===== src/rtl/fdc_lp_pkg.sv =====
package fdc_lp_pkg;
  localparam int DW     = 8;
  localparam int NLATCH = 8;
  localparam int NREG   = 8;
  localparam int IW     = $clog2(NREG);

  // register index from the latch bits
  function automatic logic [IW-1:0] reg_index(input logic [NLATCH-1:0] l);
    return {l[7], l[6], l[4]};
  endfunction

  // set or clear one latch
  function automatic logic [NLATCH-1:0] latch_apply(input logic [NLATCH-1:0] l,
                                                   input logic [2:0] sel,
                                                   input logic v);
    logic [NLATCH-1:0] r;
    r = l;
    r[sel] = v;
    return r;
  endfunction

  // key bit expected at each unlock step: 1,0,1,1
  function automatic logic unlock_expect(input logic [1:0] step);
    return step != 2'd1;
  endfunction
endpackage


===== src/rtl/fdc_lp_latches.sv =====
module fdc_lp_latches
  import fdc_lp_pkg::*;
#(
  parameter int SLOT_SHIFT = 9
) (
  input  logic                    clk,
  input  logic                    rst_n,
  input  logic                    acc_en,
  input  logic                    clr,
  input  logic [SLOT_SHIFT+3:0]   addr,
  output logic [NLATCH-1:0]       latch_q,
  output logic [NLATCH-1:0]       latch_nx
);
  localparam int SEL_LO = SLOT_SHIFT + 1;

  logic [2:0] sel;
  logic       val;
  logic       unused_low;

  assign sel        = addr[SEL_LO+2:SEL_LO];
  assign val        = addr[SLOT_SHIFT];
  assign unused_low = ^addr[SLOT_SHIFT-1:0];

  assign latch_nx = acc_en ? latch_apply(latch_q, sel, val) : latch_q;

  always_ff @(posedge clk) begin
    if (!rst_n)   latch_q <= '0;
    else if (clr) latch_q <= '0;
    else          latch_q <= latch_nx;
  end
endmodule


===== src/rtl/fdc_lp_unlock.sv =====
module fdc_lp_unlock
  import fdc_lp_pkg::*;
(
  input  logic clk,
  input  logic rst_n,
  input  logic step_en,
  input  logic key_bit,
  output logic done
);
  logic [1:0] step_q;
  logic       hit;

  assign hit  = step_en && (key_bit == unlock_expect(step_q));
  assign done = hit && (step_q == 2'd3);

  always_ff @(posedge clk) begin
    if (!rst_n)   step_q <= 2'd0;
    else if (hit) step_q <= step_q + 2'd1;  // wraps 3 -> 0 on unlock
  end
endmodule


===== src/rtl/fdc_lp_regs.sv =====
module fdc_lp_regs #(
  parameter int NREG = 8,
  parameter int DW   = 8
) (
  input  logic                     clk,
  input  logic                     rst_n,
  input  logic                     we,
  input  logic [$clog2(NREG)-1:0]  idx,
  input  logic [DW-1:0]            wdata,
  output logic [NREG*DW-1:0]       slots
);
  localparam int IW = $clog2(NREG);

  for (genvar g = 0; g < NREG; g++) begin : g_slot
    logic [DW-1:0] byte_q;
    always_ff @(posedge clk) begin
      if (!rst_n)                        byte_q <= '0;
      else if (we && idx == IW'(g))      byte_q <= wdata;
    end
    assign slots[g*DW +: DW] = byte_q;
  end
endmodule


===== src/rtl/fdc_legacy_port.sv =====
module fdc_legacy_port
  import fdc_lp_pkg::*;
#(
  parameter int SLOT_SHIFT  = 9,
  parameter int KEY_BIT     = 6,
  parameter int SETMODE_IDX = 6,
  parameter int ONES_IDX    = 0
) (
  input  logic                   clk,
  input  logic                   rst_n,
  input  logic [SLOT_SHIFT+3:0]  bus_addr,
  input  logic                   bus_rd,
  input  logic                   bus_wr,
  input  logic [DW-1:0]          bus_wdata,
  output logic [DW-1:0]          bus_rdata,
  input  logic                   enh_leave,
  output logic [NLATCH-1:0]      latch_q,
  output logic [NREG*DW-1:0]     slot_q,
  output logic                   enh_active,
  output logic                   enh_req
);
  logic              acc_go;
  logic              rd_go;
  logic              wr_go;
  logic              leave_go;
  logic              seq_step;
  logic              seq_done;
  logic [NLATCH-1:0] latch_nx;
  logic [IW-1:0]     cur_idx;

  assign acc_go   = (bus_rd || bus_wr) && !enh_active;
  assign rd_go    = bus_rd && !enh_active;
  assign wr_go    = bus_wr && !enh_active;
  assign leave_go = enh_leave && enh_active;
  assign cur_idx  = reg_index(latch_nx);
  assign seq_step = wr_go && (cur_idx == IW'(SETMODE_IDX));

  fdc_lp_latches #(.SLOT_SHIFT(SLOT_SHIFT)) u_latch (
    .clk      (clk),
    .rst_n    (rst_n),
    .acc_en   (acc_go),
    .clr      (leave_go),
    .addr     (bus_addr),
    .latch_q  (latch_q),
    .latch_nx (latch_nx)
  );

  fdc_lp_regs #(.NREG(NREG), .DW(DW)) u_regs (
    .clk   (clk),
    .rst_n (rst_n),
    .we    (wr_go),
    .idx   (cur_idx),
    .wdata (bus_wdata),
    .slots (slot_q)
  );

  fdc_lp_unlock u_unlock (
    .clk     (clk),
    .rst_n   (rst_n),
    .step_en (seq_step),
    .key_bit (bus_wdata[KEY_BIT]),
    .done    (seq_done)
  );

  always_ff @(posedge clk) begin
    if (!rst_n)     bus_rdata <= '0;
    else if (rd_go) bus_rdata <= (cur_idx == IW'(ONES_IDX)) ? '1 : '0;
  end

  always_ff @(posedge clk) begin
    if (!rst_n) begin
      enh_active <= 1'b0;
      enh_req    <= 1'b0;
    end else begin
      enh_req <= seq_done;
      if (seq_done)      enh_active <= 1'b1;
      else if (leave_go) enh_active <= 1'b0;
    end
  end
endmodule


===== config.mk =====
export PLATFORM = sky130hd
export DESIGN_NAME = fdc_legacy_port
export DESIGN_NICKNAME = d
export VERILOG_FILES = /design/src/rtl/fdc_lp_pkg.sv /design/src/rtl/fdc_lp_latches.sv /design/src/rtl/fdc_lp_unlock.sv /design/src/rtl/fdc_lp_regs.sv /design/src/rtl/fdc_legacy_port.sv
export SDC_FILE = /design/constraint.sdc
export NUM_CORES = 1
export LEC_CHECK = 0
export BUFFER_PORTS_ARGS = -buffer_cell sky130_fd_sc_hd__buf_2
export CAP_MARGIN = 20
export CORE_ASPECT_RATIO = 2
export CORE_MARGIN = 10
export CORE_UTILIZATION = 54
export CTS_CLUSTER_SIZE = 14
export DETAILED_ROUTE_END_ITERATION = 12
export PLACE_DENSITY = 0.94
export SLEW_MARGIN = 20
export SYNTH_ARGS = -nofsm -noshare
export SYNTH_HDL_FRONTEND = slang
export SYNTH_SLANG_ARGS = --single-unit
export TNS_END_PERCENT = 100

===== constraint.sdc =====
create_clock -name clk -period 4.2 [get_ports clk]
set_input_delay 0.21 -clock clk [delete_from_list [all_inputs] [get_ports clk]]
set_output_delay 0.21 -clock clk [all_outputs]
set_load 0.01 [all_outputs]

==> results by stage <==
Outcome:
- The run finished with clean final reports.

Clocking:
- After clock tree synthesis, the clock-pin slew on the worst setup and hold paths is roughly 0.050 ns.
- The buffer levels on the longest clock path is 2.
- The clock reaches the later pin of the worst-skew pair after between 0.3 and 0.4 ns.
- The clock tree from TritonCTS is done.
- Counting every sink on the clock net gives 77.
- The H-tree was split into 3 levels.
- The cell sitting at the root of the clock tree is a clkbuf_16.
- The post-CTS repair timing setup buffer count is 0.
- The post-CTS resize count is 0.
- The number of clock buffers added by TritonCTS is 9.
- The number of buffers added to fix hold violations after cts is 0.

Power:
- Power comes to 1.65 mW.
- The ratio of total power to cell area is about 410 nW/um2.
- The leakage dissipation is 2.06 nW.
- The worst-case IR drop observed on VDD is 0.317 mV.

Timing:
- Setup total negative slack on the finished layout was measured at 0 ns.
- The tightest hold path in the finished design has a slack of 0.176 ns.
- For the final database, setup skew stands at 0.00450 ns.
- The number of hold violations in the final report was 0.
- The timing-limited maximum frequency is around 430 MHz.
- The measured slew at the worst slew-check pin is 0.973 ns.
- The total count of max-transition violations in the final report is 0.
- The headroom to the max-slew limit is 0.351.
- The post-route clock period utilization is 0.552.
- The final number of setup-violating endpoints is 0.
- The worst path needs approximately 2.3 ns of the cycle, external delays included.
- Setup repair after global routing left no endpoint under its margin.

Worst setup path:
- The minimum setup slack among reg-to-reg paths is approximately 1.9 ns.
- The critical path in this run is classified as reg -> reg.
- The worst register-to-register path has a depth of 5.
- The kind of capture point of the worst setup path is a register.
- The most critical setup path has its startpoint at enh_active$_SDFFE_PN0P_.
- The signal arrival time at the worst endpoint is 2.57 ns.
- The required time of the worst setup path is roughly 4.5 ns.
- The nature of the critical path startpoint is a register.
- The maximum net fanout on the critical path is 10.
- The worst register-to-register path begins at enh_active$_SDFFE_PN0P_.
- The reg-to-reg critical path endpoint is u_regs.g_slot[3].byte_q[4]$_SDFFE_PN0P_.

Global routing:
- The number of antenna violations at the first check in global routing is 0.
- The residual overflow from global routing is 0.
- The first global-routing pass estimated 14200 um of wire.
- Entering global routing, the biggest net connects between 40 and 50 pins.
- The number of global-route vias before repair is about 2900.
- The total global routing track utilization is 0.191.

Route:
- The routed wire length is 9190 um.
- In the routed design, unresolved DRC markers number 0.
- The average via count per standard cell is 5.67.
- The routed layout has 2783 vias.
- The count of antenna-violating nets left after detailed routing is 0.
- In this run, the number of DRC markers left after iteration 0 of detailed routing was 290.
- In the final routed layout, each cell accounts on average for 18.7 um.
- The first TritonRoute pass finished after 4 iterations.

Yosys:
- Synthesis instantiated 43 different standard cells from the library.
- Synthesis inferred 77 register bits.
- The number of nets produced by synthesis is around 370.
- The mean post-synth cell area is 9.72 um2.
- Of the synthesized area, sequential elements account for 0.470.
- The proportion of synthesized flip-flops having asynchronous set or reset is 0.
- In this run the cell area of the synthesized design comes to 3280 um2.
- The number of cells produced by synthesis is 337.
- Yosys mapped a number of flops with a built-in enable equal to 0.
- The most used flip-flop cell after synthesis is dfxtp_1.
- The total of warnings raised by yosys is 0.

Min path:
- The worst-case hold path end point is u_regs.g_slot[7].byte_q[7]$_SDFFE_PN0P_.
- The worst min-delay path startpoint is bus_wdata[7].
- Along the worst hold path, the cell count comes to 3.
- The type of the most critical hold path is in -> reg.

Final layout:
- The repair_antennas step left the layout with diodes totalling 0.
- The area growth from synthesis to layout is 22.4%.
- For this run, the post-layout net count is 452.
- Of the cells placed in the final design, the portion with a size suffix greater than 1 is 0.301.

Placement:
- At the end of routability-driven placement, the weighted congestion stood at ~0.9.
- The count of buffers added on input and output ports is 98.
- Once detailed placement completed, the half-perimeter wirelength came to around 6700 um.

Run:
- The max-capacitance violation count is 0.

Floorplanning:
- The total die area is slightly below 10000 um2.
- The total core area is 5960 um2.
- The number of ports placed on the die boundary is 108.
- The initial utilization of the core area, before any placement, comes to 0.550.
- The die height is 130 um.
- In this run the core area contains 40 standard-cell rows.
- The die is 75.1 um wide.
where the power goes:
| part | total, mW | internal, mW | switching, mW |
|---|---|---|---|
| clock network | 0.764 | 0.490 | 0.274 |
| logic | 0.131 | 0.0449 | 0.0865 |
| registers | 0.754 | 0.745 | 0.00872 |
| total | 1.65 | 1.28 | 0.369 |
worst max-delay path, stage by stage, from the launching register on:
cell and delay (ns):
dfxtp_1 0.41, o21bai_2 0.35, nor3_4 0.31, mux2i_2 0.60
nand2_2 0.32, mux2i_1 0.25
worst max-delay path by stage:
stage	endpoint	slack (ns)
after floorplan	u_regs.g_slot[0].byte_q[0]$_SDFFE_PN0P_	2.26
after global placement	u_regs.g_slot[3].byte_q[5]$_SDFFE_PN0P_	1.98
after detailed placement	u_regs.g_slot[0].byte_q[3]$_SDFFE_PN0P_	1.87
after CTS	u_regs.g_slot[0].byte_q[4]$_SDFFE_PN0P_	1.86
after global routing	u_regs.g_slot[3].byte_q[4]$_SDFFE_PN0P_	1.75
final	u_regs.g_slot[3].byte_q[4]$_SDFFE_PN0P_	1.88
placed cells by master, fill, tap and decap left out, types with 9 or more instances in the layout:
cell       Yosys  routed
nand3_1       17      17
buf_2          2      98
mux2i_1       58      58
o21ai_0       17      17
nand2_1       48      48
inv_1          9       9
nor2_1        27      27
clkbuf_16      0       9
a21oi_1       18      18
dfxtp_1       77      77
registers in the layout (all words and copies together), names as in the netlist, named ones only:
signal	flops
u_regs.g_slot.byte_q	64
enh_active	1
u_latch.latch_q	3
enh_req	1
bus_rdata	1
u_unlock.step_q	2
metrics by stage:
step	worst slack [ns]	cells	util	cell area [um2]
after floorplan	2.26	337	-	3280
after global placement	1.98	476	0.624	3720
after detailed placement	1.87	476	0.624	3720
after CTS	1.86	491	0.673	4010
after global routing	1.75	491	0.673	4010
final	1.88	491	0.673	4010
Yosys cell counts, types with 2 or more instances:
cell type	n	area [um2]
o21ai_2	2	17.5
mux2_2	3	33.8
ha_1	2	25.0
nand3_1	17	85.1
a21oi_1	18	90.1
a2111oi_4	2	55.1
inv_1	9	33.8
mux2i_1	58	581
buf_2	2	10.0
buf_6	2	22.5
o21ai_0	17	85.1
and2_1	2	12.5
nor2_1	27	101
a2111oi_2	2	30.0
dfxtp_1	77	1540
nor4_1	2	12.5
nand2_1	48	180
clkbuf_1	10	37.5
buf_4	9	67.6
nand3b_1	3	22.5
nand2b_1	2	12.5
and4_1	2	17.5
metal layers:
| metal | track usage | vias to the layer above | share of wire |
|---|---|---|---|
| met1 | 0.179 | 1314 | 0.34 |
| met2 | 0.341 | 99 | 0.54 |
| met5 | 0 | - | 0 |
| met4 | 0.129 | 0 | 0.050 |
| met3 | 0.0555 | 36 | 0.076 |
| li1 | - | 1334 | - |
area by class of cell:
cell class | instances | area, um2
fill | 481 | 1950
multi-input combinational | 228 | 1560
sequential | 77 | 1540
timing repair buffer | 99 | 498
clock buffer | 14 | 264
tap | 63 | 78.8
inverter | 9 | 33.8
clock inverter | 1 | 30.0
kinds of logic (layout without fill, tap and decap cells):
family | count (synthesis) | count (layout) | synth area share
xor gates and xnor gates | 1 | 1 | 0.00267
adders and majority gates | 2 | 2 | 0.00764
DFF | 77 | 77 | 0.470
and+or+nand+nor | 115 | 115 | 0.168
AOI/OAI and AO/OA | 48 | 48 | 0.108
buffers and inverters | 32 | 123 | 0.0523
muxes | 62 | 62 | 0.192
No activity file was read; power rests on OpenSTA's default activity.
